`config.mk`:
```
export PLATFORM = sky130hd
export DESIGN_NAME = usb_susp_wake
export DESIGN_NICKNAME = d
export VERILOG_FILES = /design/src/rtl/usw_pkg.sv /design/src/rtl/usw_idle_timer.sv /design/src/rtl/usw_flag.sv /design/src/rtl/usw_resume.sv /design/src/rtl/usb_susp_wake.sv
export SDC_FILE = /design/constraint.sdc
export NUM_CORES = 1
export LEC_CHECK = 0
export BUFFER_PORTS_ARGS = -buffer_cell sky130_fd_sc_hd__buf_2
export CAP_MARGIN = 20
export CORE_MARGIN = 5
export CORE_UTILIZATION = 58
export DETAILED_ROUTE_END_ITERATION = 10
export PLACE_DENSITY = 0.85
export SLEW_MARGIN = 10
export SYNTH_ARGS = -nofsm -noshare
export SYNTH_HDL_FRONTEND = slang
export SYNTH_SLANG_ARGS = --single-unit
export TNS_END_PERCENT = 5
```
`constraint.sdc`:
```
create_clock -name clk -period 3.7 [get_ports clk]
set_input_delay 0.185 -clock clk [delete_from_list [all_inputs] [get_ports clk]]
set_output_delay 0.185 -clock clk [all_outputs]
set_load 0.01 [all_outputs]
```
`src/rtl/usw_pkg.sv`:
```
// Shared constants for the suspend and wake-up detector.
// Assumes nothing beyond a synthesizable integer context.
package usw_pkg;
    // Idle time before a suspend is flagged, in milliseconds.
    localparam int unsigned SUSP_IDLE_MS = 3;

    // Width that holds values 0..limit inclusive.
    function automatic int unsigned cnt_width(input int unsigned limit);
        return (limit < 2) ? 1 : $clog2(limit + 1);
    endfunction
endpackage

```
`src/rtl/usw_idle_timer.sv`:
```
// Counts consecutive idle samples and reports a suspend event on the
// sample that completes the idle window, once per idle stretch. It also
// reports the idle-to-active transition used as the wake-up event.
// Assumes line_idle is already synchronous to clk.
module usw_idle_timer
    import usw_pkg::*;
#(
    parameter int unsigned CYC_PER_MS = 48000
) (
    input  logic clk,
    input  logic rst_n,
    input  logic line_idle,
    output logic susp_evt,
    output logic wake_evt
);
    localparam int unsigned LIMIT = SUSP_IDLE_MS * CYC_PER_MS;
    localparam int unsigned CW    = cnt_width(LIMIT);

    logic [CW-1:0] idle_cnt;
    logic          fired;
    logic          prev_idle;

    // Event decode from the current sample and the held state.
    always_comb begin
        susp_evt = line_idle && !fired && (idle_cnt == CW'(LIMIT - 1));
        wake_evt = prev_idle && !line_idle;
    end

    // Idle counter: restart on activity, stop once the event has fired.
    always_ff @(posedge clk) begin
        if (!rst_n) begin
            idle_cnt <= '0;
            fired    <= 1'b0;
        end else if (!line_idle) begin
            idle_cnt <= '0;
            fired    <= 1'b0;
        end else if (susp_evt) begin
            fired    <= 1'b1;
        end else if (!fired) begin
            idle_cnt <= idle_cnt + 1'b1;
        end
    end

    // Previous-sample register for transition detection.
    always_ff @(posedge clk) begin
        if (!rst_n) prev_idle <= 1'b0;
        else        prev_idle <= line_idle;
    end
endmodule

```
`src/rtl/usw_flag.sv`:
```
// One set/clear flag bit where a set in the same cycle beats a clear.
// Assumes set_i and clr_i are single-cycle or level requests in clk domain.
module usw_flag (
    input  logic clk,
    input  logic rst_n,
    input  logic set_i,
    input  logic clr_i,
    output logic q
);
    // Flag state with set priority.
    always_ff @(posedge clk) begin
        if (!rst_n)     q <= 1'b0;
        else if (set_i) q <= 1'b1;
        else if (clr_i) q <= 1'b0;
    end
endmodule

```
`src/rtl/usw_resume.sv`:
```
// Gates firmware remote wake-up requests and times the resume drive.
// A suspend event arms the gate, a wake-up event or an accepted request
// disarms it. Refused requests set a sticky error bit.
// Assumes RESUME_MS * CYC_PER_MS >= 1.
module usw_resume
    import usw_pkg::*;
#(
    parameter int unsigned CYC_PER_MS = 48000,
    parameter int unsigned RESUME_MS  = 2
) (
    input  logic clk,
    input  logic rst_n,
    input  logic susp_evt,
    input  logic wake_evt,
    input  logic req,
    input  logic allowed,
    output logic drive,
    output logic err
);
    localparam int unsigned DRV_LEN = RESUME_MS * CYC_PER_MS;
    localparam int unsigned DW      = cnt_width(DRV_LEN);

    logic          armed;
    logic          accept;
    logic [DW-1:0] drv_cnt;

    // Acceptance decode.
    always_comb accept = req && armed && allowed;

    // Arm state: suspend arms, wake-up or acceptance disarms.
    always_ff @(posedge clk) begin
        if (!rst_n)                  armed <= 1'b0;
        else if (wake_evt || accept) armed <= 1'b0;
        else if (susp_evt)           armed <= 1'b1;
    end

    // Resume window timer: start on acceptance, end after DRV_LEN cycles.
    always_ff @(posedge clk) begin
        if (!rst_n) begin
            drive   <= 1'b0;
            drv_cnt <= '0;
        end else if (accept) begin
            drive   <= 1'b1;
            drv_cnt <= '0;
        end else if (drive) begin
            if (drv_cnt == DW'(DRV_LEN - 1)) drive <= 1'b0;
            else                             drv_cnt <= drv_cnt + 1'b1;
        end
    end

    // Sticky refusal indicator.
    always_ff @(posedge clk) begin
        if (!rst_n)             err <= 1'b0;
        else if (req && !accept) err <= 1'b1;
    end
endmodule

```
`src/rtl/usb_susp_wake.sv`:
```
// Top level: suspend and wake-up interrupt flags, freeze-clock bit and
// remote wake-up gating. Assumes all inputs are synchronous to clk.
module usb_susp_wake #(
    parameter int unsigned CYC_PER_MS = 48000,
    parameter int unsigned RESUME_MS  = 2
) (
    input  logic clk,
    input  logic rst_n,
    input  logic line_idle,
    input  logic rwu_allowed,
    input  logic susp_clr,
    input  logic wake_clr,
    input  logic frz_set,
    input  logic frz_clr,
    input  logic rwu_req,
    output logic susp_flag,
    output logic wake_flag,
    output logic frz_clk,
    output logic resume_drive,
    output logic rwu_err
);
    logic susp_evt;
    logic wake_evt;

    usw_idle_timer #(.CYC_PER_MS(CYC_PER_MS)) u_idle (
        .clk      (clk),
        .rst_n    (rst_n),
        .line_idle(line_idle),
        .susp_evt (susp_evt),
        .wake_evt (wake_evt)
    );

    // Each interrupt flag is cleared by firmware or by the other's event.
    usw_flag u_susp (
        .clk  (clk),
        .rst_n(rst_n),
        .set_i(susp_evt),
        .clr_i(susp_clr || wake_evt),
        .q    (susp_flag)
    );

    usw_flag u_wake (
        .clk  (clk),
        .rst_n(rst_n),
        .set_i(wake_evt),
        .clr_i(wake_clr || susp_evt),
        .q    (wake_flag)
    );

    usw_flag u_frz (
        .clk  (clk),
        .rst_n(rst_n),
        .set_i(frz_set),
        .clr_i(frz_clr),
        .q    (frz_clk)
    );

    usw_resume #(.CYC_PER_MS(CYC_PER_MS), .RESUME_MS(RESUME_MS)) u_rsm (
        .clk     (clk),
        .rst_n   (rst_n),
        .susp_evt(susp_evt),
        .wake_evt(wake_evt),
        .req     (rwu_req),
        .allowed (rwu_allowed),
        .drive   (resume_drive),
        .err     (rwu_err)
    );
endmodule

```
== Word-level counts from Yosys, hierarchy flattened ==
Cells that the tools add are included.
Widths: inputs -> output; s select.

* $add $sub $neg: 2
* Equality and inequality tests: 2
* Muxes and demuxes: 9
* Bitwise gates (word level): 4
* Reduce and logical (&&, ||, !) cells: 20

{| class="wikitable"
|+ Operators by type and width
! cell !! count
|-
| $add 18x1->18 const B || 1
|-
| $eq 18x18->1 const B || 1
|-
| $add 17x1->17 const B || 1
|-
| $eq 17x17->1 const B || 1
|-
| $mux 1 || 9
|-
| $logic_and 1x1->1 || 6
|-
| $reduce_and 2->1 || 3
|-
| $reduce_bool 2->1 || 3
|-
| $not 1->1 || 4
|-
| $reduce_or 2->1 || 2
|-
| $logic_not 1->1 || 3
|-
| $logic_or 1x1->1 || 3
|}

* Flip-flop bits (word level): 43
* Input port bits: 9
* Output and inout bits: 5
* Word-level logic and storage cells: 47

== Depth between registers and ports, before layout ==
Gate-level depths: netlist of the first run.

* Depth after elaboration: 6
* Depth in mapped cells: 6

== By module ==
A second synthesis of the first run with hierarchy kept.

* Cell total of the unflattened synthesis: 255
* Area, all modules: 2163.3 um^2

{| class="wikitable"
|+ Modules (own cells, without submodules)
! module !! instances !! cells an instance !! area an instance (um^2)
|-
| usw_resume || 1 || 126 || 1066.0
|-
| usw_idle_timer || 1 || 118 || 960.9
|-
| usw_flag || 3 || 3 || 41.3
|-
| usb_susp_wake || 1 || 2 || 12.5
|}

== Least setup slack after synthesis of the first run ==
OpenSTA, ideal clock, no wires.

* Path kind: register to register
* Start point: register u_rsm.drv_cnt[0]
* End point: register u_rsm.drv_cnt[14]
* Library setup time: 72 ps
* Arrival: 1713 ps
* Required time: 3628 ps
* Path slack: 1915 ps
* Stages on the path, launching flop included: 6
* Period minus slack after synthesis: 1785 ps
* Path through: dfxtp_1 -> ha_1 -> nand4_2 -> or4_4 -> or3_1 -> a21oi_1

* Longest elaborated chain between the ends: 3

{| class="wikitable"
|+ RTL lines
! what !! line !! source
|-
| start: declaration || usw_resume.sv:25 || <nowiki>logic [DW-1:0] drv_cnt;</nowiki>
|-
| start signal: assignment || usw_resume.sv:47 || <nowiki>else drv_cnt <= drv_cnt + 1'b1;</nowiki>
|-
| parallel branches: the longest is 3 deep, another holds $add 17x1->17 || -- ||
|}

Parallel ways; which one is timed is not known.
A chain may end at the register's enable or synchronous reset.

== Final worst setup path of the first run ==
* Start point: register u_rsm.drv_cnt[1]
* End point: register u_rsm.drv_cnt[14]

Same word-level chain as after synthesis.

==> flow_summary.json, run 1 <==
{
  "outcome": "finished clean",
  "grt_max_degree": 19,
  "gp_congestion": 0.914,
  "antennaDiodeCount": 0,
  "cp-start-kind": "register",
  "antenna_found_initial": 0,
  "setup-tns-final_ns": 0,
  "die_h_um": 68.4,
  "drive_gt1_share_pct": 12.2,
  "cts_tree": "done",
  "postCtsSetupBuffers": 0,
  "period_needed_ns": 1.92,
  "synth_area_sq_um": 1980,
  "final_cell_count_no_fill": 283,
  "grt_pass1_wl_mm": 6.45,
  "fin_ws_ns": 1.78,
  "setup_viol": 0,
  "fp-row-count": 21,
  "worstPathRequired_ns": 4.00,
  "critical_path_class": "register to register",
  "coreArea_sq_um": 3310,
  "syn_avg_cell_area_sq_um": 8.94,
  "p_leak_nw": 0.757,
  "place_ws_ns": 1.78,
  "overflow": 0,
  "p_per_area_nw_per_um2": 359,
  "post-route-drc-count": 0,
  "routedWlPerCell_um": 12.7,
  "fmax_ghz": 0.520,
  "hpwlAfterDp_mm": 2.64,
  "hp-class": "input port to register",
  "drt.antenna.violating_nets": 0,
  "final_cell_mix": "dfxtp_1 (43), nor2_1 (33), xnor2_1 (20)",
  "track_usage_pct": 18.3,
  "drt_iter0_drc": 109,
  "hold_viol_final": 0,
  "dr.pass1.iters": 4,
  "holdBufCountCts": 0,
  "cts_max_path_buffers": 2,
  "clock-root-buffer": "clkbuf_4",
  "ys_seq_area_share_pct": 43.6,
  "grt_pass1_vias": 1522,
  "finalNetCount": 248,
  "utilization_pct": 65.0,
  "die_area_sq_um": 4670,
  "synth_fp_nets": 232,
  "ir_drop_v": 0.000242,
  "cap_violations": 0,
  "critPathArrivalTime_ns": 2.22,
  "syn_inst": 221,
  "post_drt_via_cell_ratio": 5.58,
  "power_w": 0.000773,
  "ios": 14,
  "tightest_slew_ns": 0.591,
  "synth_cell_types": 40,
  "final_common_cell": "dfxtp_1",
  "floorplan.die.width_um": 68.4,
  "rsz0062_at_grt": "no",
  "dpl.cell_count": 276,
  "synth-seq-cells": 43,
  "start_util_pct": 59.7,
  "h-tree-depth": 2,
  "cts.sinks": 43,
  "cts_resized": 0,
  "period_share_pct": 52.0,
  "worstSkewPairLatency_ns": 0.37,
  "endpoint_kind": "register",
  "maxSlewViolCount": 0,
  "port_buffers": 13,
  "syn_to_final_growth_pct": 8.99,
  "vias": 1579,
  "cts_buffers": 5,
  "max_slew_margin_pct": 60.5,
  "clk_pin_slew_worst_paths_ns": 0.13,
  "cp_max_fo": 6,
  "yosys_warnings": 0,
  "wirelength_mm": 3.59,
  "skew_ns": 0.0157
}
==> metrics by stage <==
step,area [sq um],hold slack (ns)
floorplan,1980,0.309
global placement,2080,0.395
detailed placement,2080,0.403
CTS,2150,0.0285
global route,2150,0.0306
finish,2150,0.0400
==> sequential cells by signal (all words and copies together) (netlist names) <==
| signal | cells |
|---|---|
| u_frz.q | 1 |
| u_idle.fired | 1 |
| u_idle.idle_cnt | 18 |
| u_idle.prev_idle | 1 |
| u_rsm.armed | 1 |
| u_rsm.drive | 1 |
| u_rsm.drv_cnt | 17 |
| u_rsm.err | 1 |
| u_susp.q | 1 |
| u_wake.q | 1 |
==> power breakdown <==
part / switching [W] / internal, W
Sequential: 0.00000209 / 0.000466
Combinational: 0.0000130 / 0.00000834
Clock: 0.000144 / 0.000139
Total: 0.000160 / 0.000614
==> final cells by class <==
type                            instances  area [sq um]
Clock buffer                            6          41.3
Clock inverter                          1          30.0
Fill cell                             291          1160
Inverter                                7          26.3
Multi-Input combinational cell        167          1070
Sequential cell                        43           861
Tap cell                               46          57.6
Timing Repair Buffer                   13          65.1
==> cell families (layout without fill, tap and decap cells) <==
group           count (synthesis)  count (layout)  share of synthesized area (%)
xor+xnor                       24              24                           10.6
buf+inv                        11              27                           2.15
mux                             2               2                           1.01
flops                          43              43                           43.6
fa+ha+maj                       2               2                           1.27
compound gates                 27              27                           8.61
simple gates                  112             112                           32.7
==> worst paths after layout <==
kind / slack (ns) / end / start / cells after the start
worst max-delay path: 1.78 / u_rsm.drv_cnt[14]$_SDFFE_PP0P_ / u_rsm.drv_cnt[1]$_SDFFE_PP0P_ / 5
worst min-delay path: 0.04 / u_frz.q$_SDFFE_PN0P_ / frz_set / 2
worst max register to register: 1.78 / u_rsm.drv_cnt[14]$_SDFFE_PP0P_ / u_rsm.drv_cnt[1]$_SDFFE_PP0P_ / 5
worst min register to register: 0.51 / u_rsm.err$_SDFFE_PN0P_ / u_rsm.err$_SDFFE_PN0P_ / 2
==> per-layer routing <==
| layer | GRT usage (%) | vias up | part of all wire (%) |
|---|---|---|---|
| met3 | 4.60 | 9 | 2.9 |
| met1 | 20.8 | 735 | 46 |
| met4 | 10.4 | 0 | 2.5 |
| met2 | 31.0 | 18 | 49 |
| met5 | 0 | - | 0 |
| li1 | - | 817 | - |
==> cell usage after synthesis (all sizes together) <==
master	count	area [sq um]
o21a	3	22.5
nor3	15	80.1
a31oi	2	12.5
or3	5	31.3
nand3	7	35.0
buf	1	5.00
or4b	1	13.8
and4b	2	20.0
a21oi	11	58.8
nand2b	2	12.5
nor3b	3	22.5
nor4b	2	17.5
and3	3	18.8
xor2	4	35.0
or4	1	11.3
nand4b	1	8.76
nand4	8	62.6
inv	7	26.3
a21boi	1	7.51
nor4	4	52.6
mux2i	2	20.0
dfxtp	43	861
ha	2	25.0
and3b	1	8.76
o21ai	6	30.0
and4	3	26.3
nor2	33	124
nand2	15	56.3
clkbuf	3	11.3
nor2b	4	25.0
nor4bb	2	20.0
a41o	2	21.3
a311oi	2	17.5
xnor2	20	175
==> critical path: stages (launching register included) <==
cell and delay (ns):
dfxtp_1 0.37, ha_1 0.26, nand4_2 0.19, or4_4 0.58, or3_1 0.32, a21oi_1 0.14
Power figures use the tool's default switching activity.
==> run 2: changes to the inputs <==
Settings changed: ABC_AREA set to 1, PLACE_DENSITY 0.85 to 0.84.
Clock period 3.7 ns to 1.9 ns, I/O delays scaled along.
==> run 2 against run 1 <==
  * Combinational power increased by 140%
  * First-iteration DRC count increased by 33%
  * Die area increased by 20%
  * Via count increased by 46%
  * Critical endpoint is now u_idle.idle_cnt[17]$_SDFFE_PN0P_
==> flow_summary.json, run 2 <==
{
  "holdBufCountCts": 0,
  "synth_cell_types": 29,
  "synth-seq-cells": 43,
  "post_drt_via_cell_ratio": 5.36,
  "ios": 14,
  "grt_pass1_wl_mm": 9.57,
  "post-route-drc-count": 0,
  "maxSlewViolCount": 0,
  "synth-edff-count": 0,
  "die_area_sq_um": 5630,
  "cp-start-kind": "register",
  "hp-class": "input port to register",
  "yosys-top-cells-area": "dfxtp_1 (35%), nand2_1 (16%), nor2_1 (7.4%)",
  "p_seq_share_pct": 53.4,
  "p_sw_w": 0.000354,
  "fp-row-count": 23,
  "syn_inst": 360,
  "swShare_pct": 20.7,
  "period_needed_ns": 1.72,
  "final_common_cell": "nand2_1",
  "largest_reg_flops": 18,
  "vias": 2306,
  "overflow": 0,
  "antenna_found_initial": 0,
  "routedWlPerCell_um": 12.4,
  "synth_top_area_share_pct": 35.1,
  "clk_pin_slew_worst_paths_ns": 0.09,
  "p_int_w": 0.00135,
  "postCtsSetupBuffers": 0,
  "syn_to_final_growth_pct": 9.80,
  "final_cell_mix": "nand2_1 (107), nor2_1 (48), dfxtp_1 (43)",
  "setup-tns-final_ns": 0,
  "cts_max_path_buffers": 2,
  "rsz0062_at_grt": "no",
  "syn_avg_cell_area_sq_um": 6.81,
  "cts_buffers": 5,
  "floorplan.die.width_um": 75.0,
  "ir_drop_v": 0.000542,
  "cts_tree": "done",
  "critical_path_class": "register to register",
  "wirelength_mm": 5.34,
  "fmax_ghz": 0.581,
  "yosysMostFrequentCell": "nand2_1",
  "dpl-instance-area_sq_um": 2560,
  "clock-root-buffer": "clkbuf_8",
  "die_h_um": 75.0,
  "port_buffers": 13,
  "worstSkewPairLatency_ns": 0.30,
  "cts.sinks": 43,
  "reg_top3": "u_idle.idle_cnt (18), u_rsm.drv_cnt (17)",
  "dr.pass1.iters": 5,
  "drt_iter0_drc": 145,
  "max_slew_margin_pct": 70.5,
  "gp_congestion": 0.924,
  "async_reset_ff_share_pct": 0,
  "synth_area_sq_um": 2450,
  "p_per_area_nw_per_um2": 634,
  "cp_max_fo": 16,
  "hpwlAfterDp_mm": 3.82,
  "p_clk_share_pct": 43.6,
  "cts_resized": 0,
  "yosys_warnings": 0,
  "h-tree-depth": 2,
  "period_share_pct": 90.6,
  "setup_viol": 0,
  "endpoint_kind": "register",
  "worstPathRequired_ns": 2.08,
  "drive_gt1_share_pct": 16.1,
  "grt_pass1_vias": 2214,
  "p_leak_nw": 0.981,
  "ys_seq_area_share_pct": 35.1,
  "synth_fp_nets": 371,
  "coreArea_sq_um": 4060,
  "start_util_pct": 60.4,
  "grt_max_degree": 19,
  "hold_viol_final": 0,
  "track_usage_pct": 21.6,
  "power_frac_comb_pct": 3.0,
  "top_register": "u_idle.idle_cnt",
  "critPathArrivalTime_ns": 1.90,
  "cap_violations": 0,
  "synth_area_leader_cell": "dfxtp_1",
  "drt.antenna.violating_nets": 0,
  "final_cell_area_sq_um": 2690,
  "skew_ns": 0.0152,
  "n_fill_cell": 345,
  "finalNetCount": 390,
  "yosys-top-cells-count": "nand2_1 (107), nor2_1 (48), dfxtp_1 (43)",
  "ys.flop_type": "dfxtp_1",
  "tightest_slew_ns": 0.441,
  "outcome": "finished clean",
  "antennaDiodeCount": 0
}
run 2: logic make-up (layout without fill, tap and decap cells):
logic type,Yosys count,after routing,synth area share (%)
fa+ha+maj,2,2,1.02
buf+inv,36,56,6.84
xor+xnor,20,20,7.15
flops,43,43,35.1
compound gates,42,42,10.4
simple gates,217,217,39.5
run 2: per-stage QoR:
step                      setup slack, ns  utilization, %  std cells  hold WS (ns)  total power, W
after global placement              0.225            63.2        422         0.304        0.000982
final                               0.179            66.3        430       0.00891         0.00171
after CTS                           0.128            66.1        430       0.00393         0.00172
after global routing               0.0291            66.3        430        0.0352         0.00176
after floorplan                     0.302               -        360         0.212        0.000958
after detailed placement            0.167            63.2        422         0.314        0.000983
run 2: path summary, 6_finish.rpt:
kind / end / cells past startpoint / start / slack (ns)
max reg2reg: u_idle.idle_cnt[17]$_SDFFE_PN0P_ / 9 / u_idle.idle_cnt[1]$_SDFFE_PN0P_ / 0.18
min reg2reg: u_wake.q$_SDFFE_PN0P_ / 2 / u_wake.q$_SDFFE_PN0P_ / 0.49
max: u_idle.idle_cnt[17]$_SDFFE_PN0P_ / 9 / u_idle.idle_cnt[1]$_SDFFE_PN0P_ / 0.18
min: u_frz.q$_SDFFE_PN0P_ / 3 / frz_set / 0.009
run 2: layer usage:
layer	up-vias	part of all wire [%]	GRT usage (%)
met5	-	0	0
met4	0	0.94	6.92
met3	6	8.0	5.61
met2	77	44	32.4
met1	1032	47	30.3
li1	1191	-	-
run 2: area by class of cell:
cell class                 instances  area, sq um  share of cell area [%]
clock buffer                       6         82.6                    3.07
clock inverter                     2         35.0                    1.30
inverter                          30          115                    4.28
multi-input combinational        281         1430                    53.2
sequential                        43          861                    32.0
tap                               50         62.6                    2.32
timing repair buffer              18          103                    3.81
run 2: critical path: stages (launching register included):
cell and delay [ns]:
dfxtp_1 0.38, ha_1 0.24, nand3_2 0.16, nor2_4 0.17
nand3_1 0.11, nor2_2 0.15, nor2_2 0.04, buf_4 0.20
nand2_1 0.09, a21oi_1 0.05
run 2: power groups by stage:
stage,Combinational [W],Sequential [W],Clock (W)
finish,0.0000515,0.000911,0.000743
global route,0.0000574,0.000912,0.000786
CTS,0.0000514,0.000911,0.000755
detailed placement,0.0000512,0.000932,0
global placement,0.0000499,0.000932,0
floorplan,0.0000235,0.000935,0
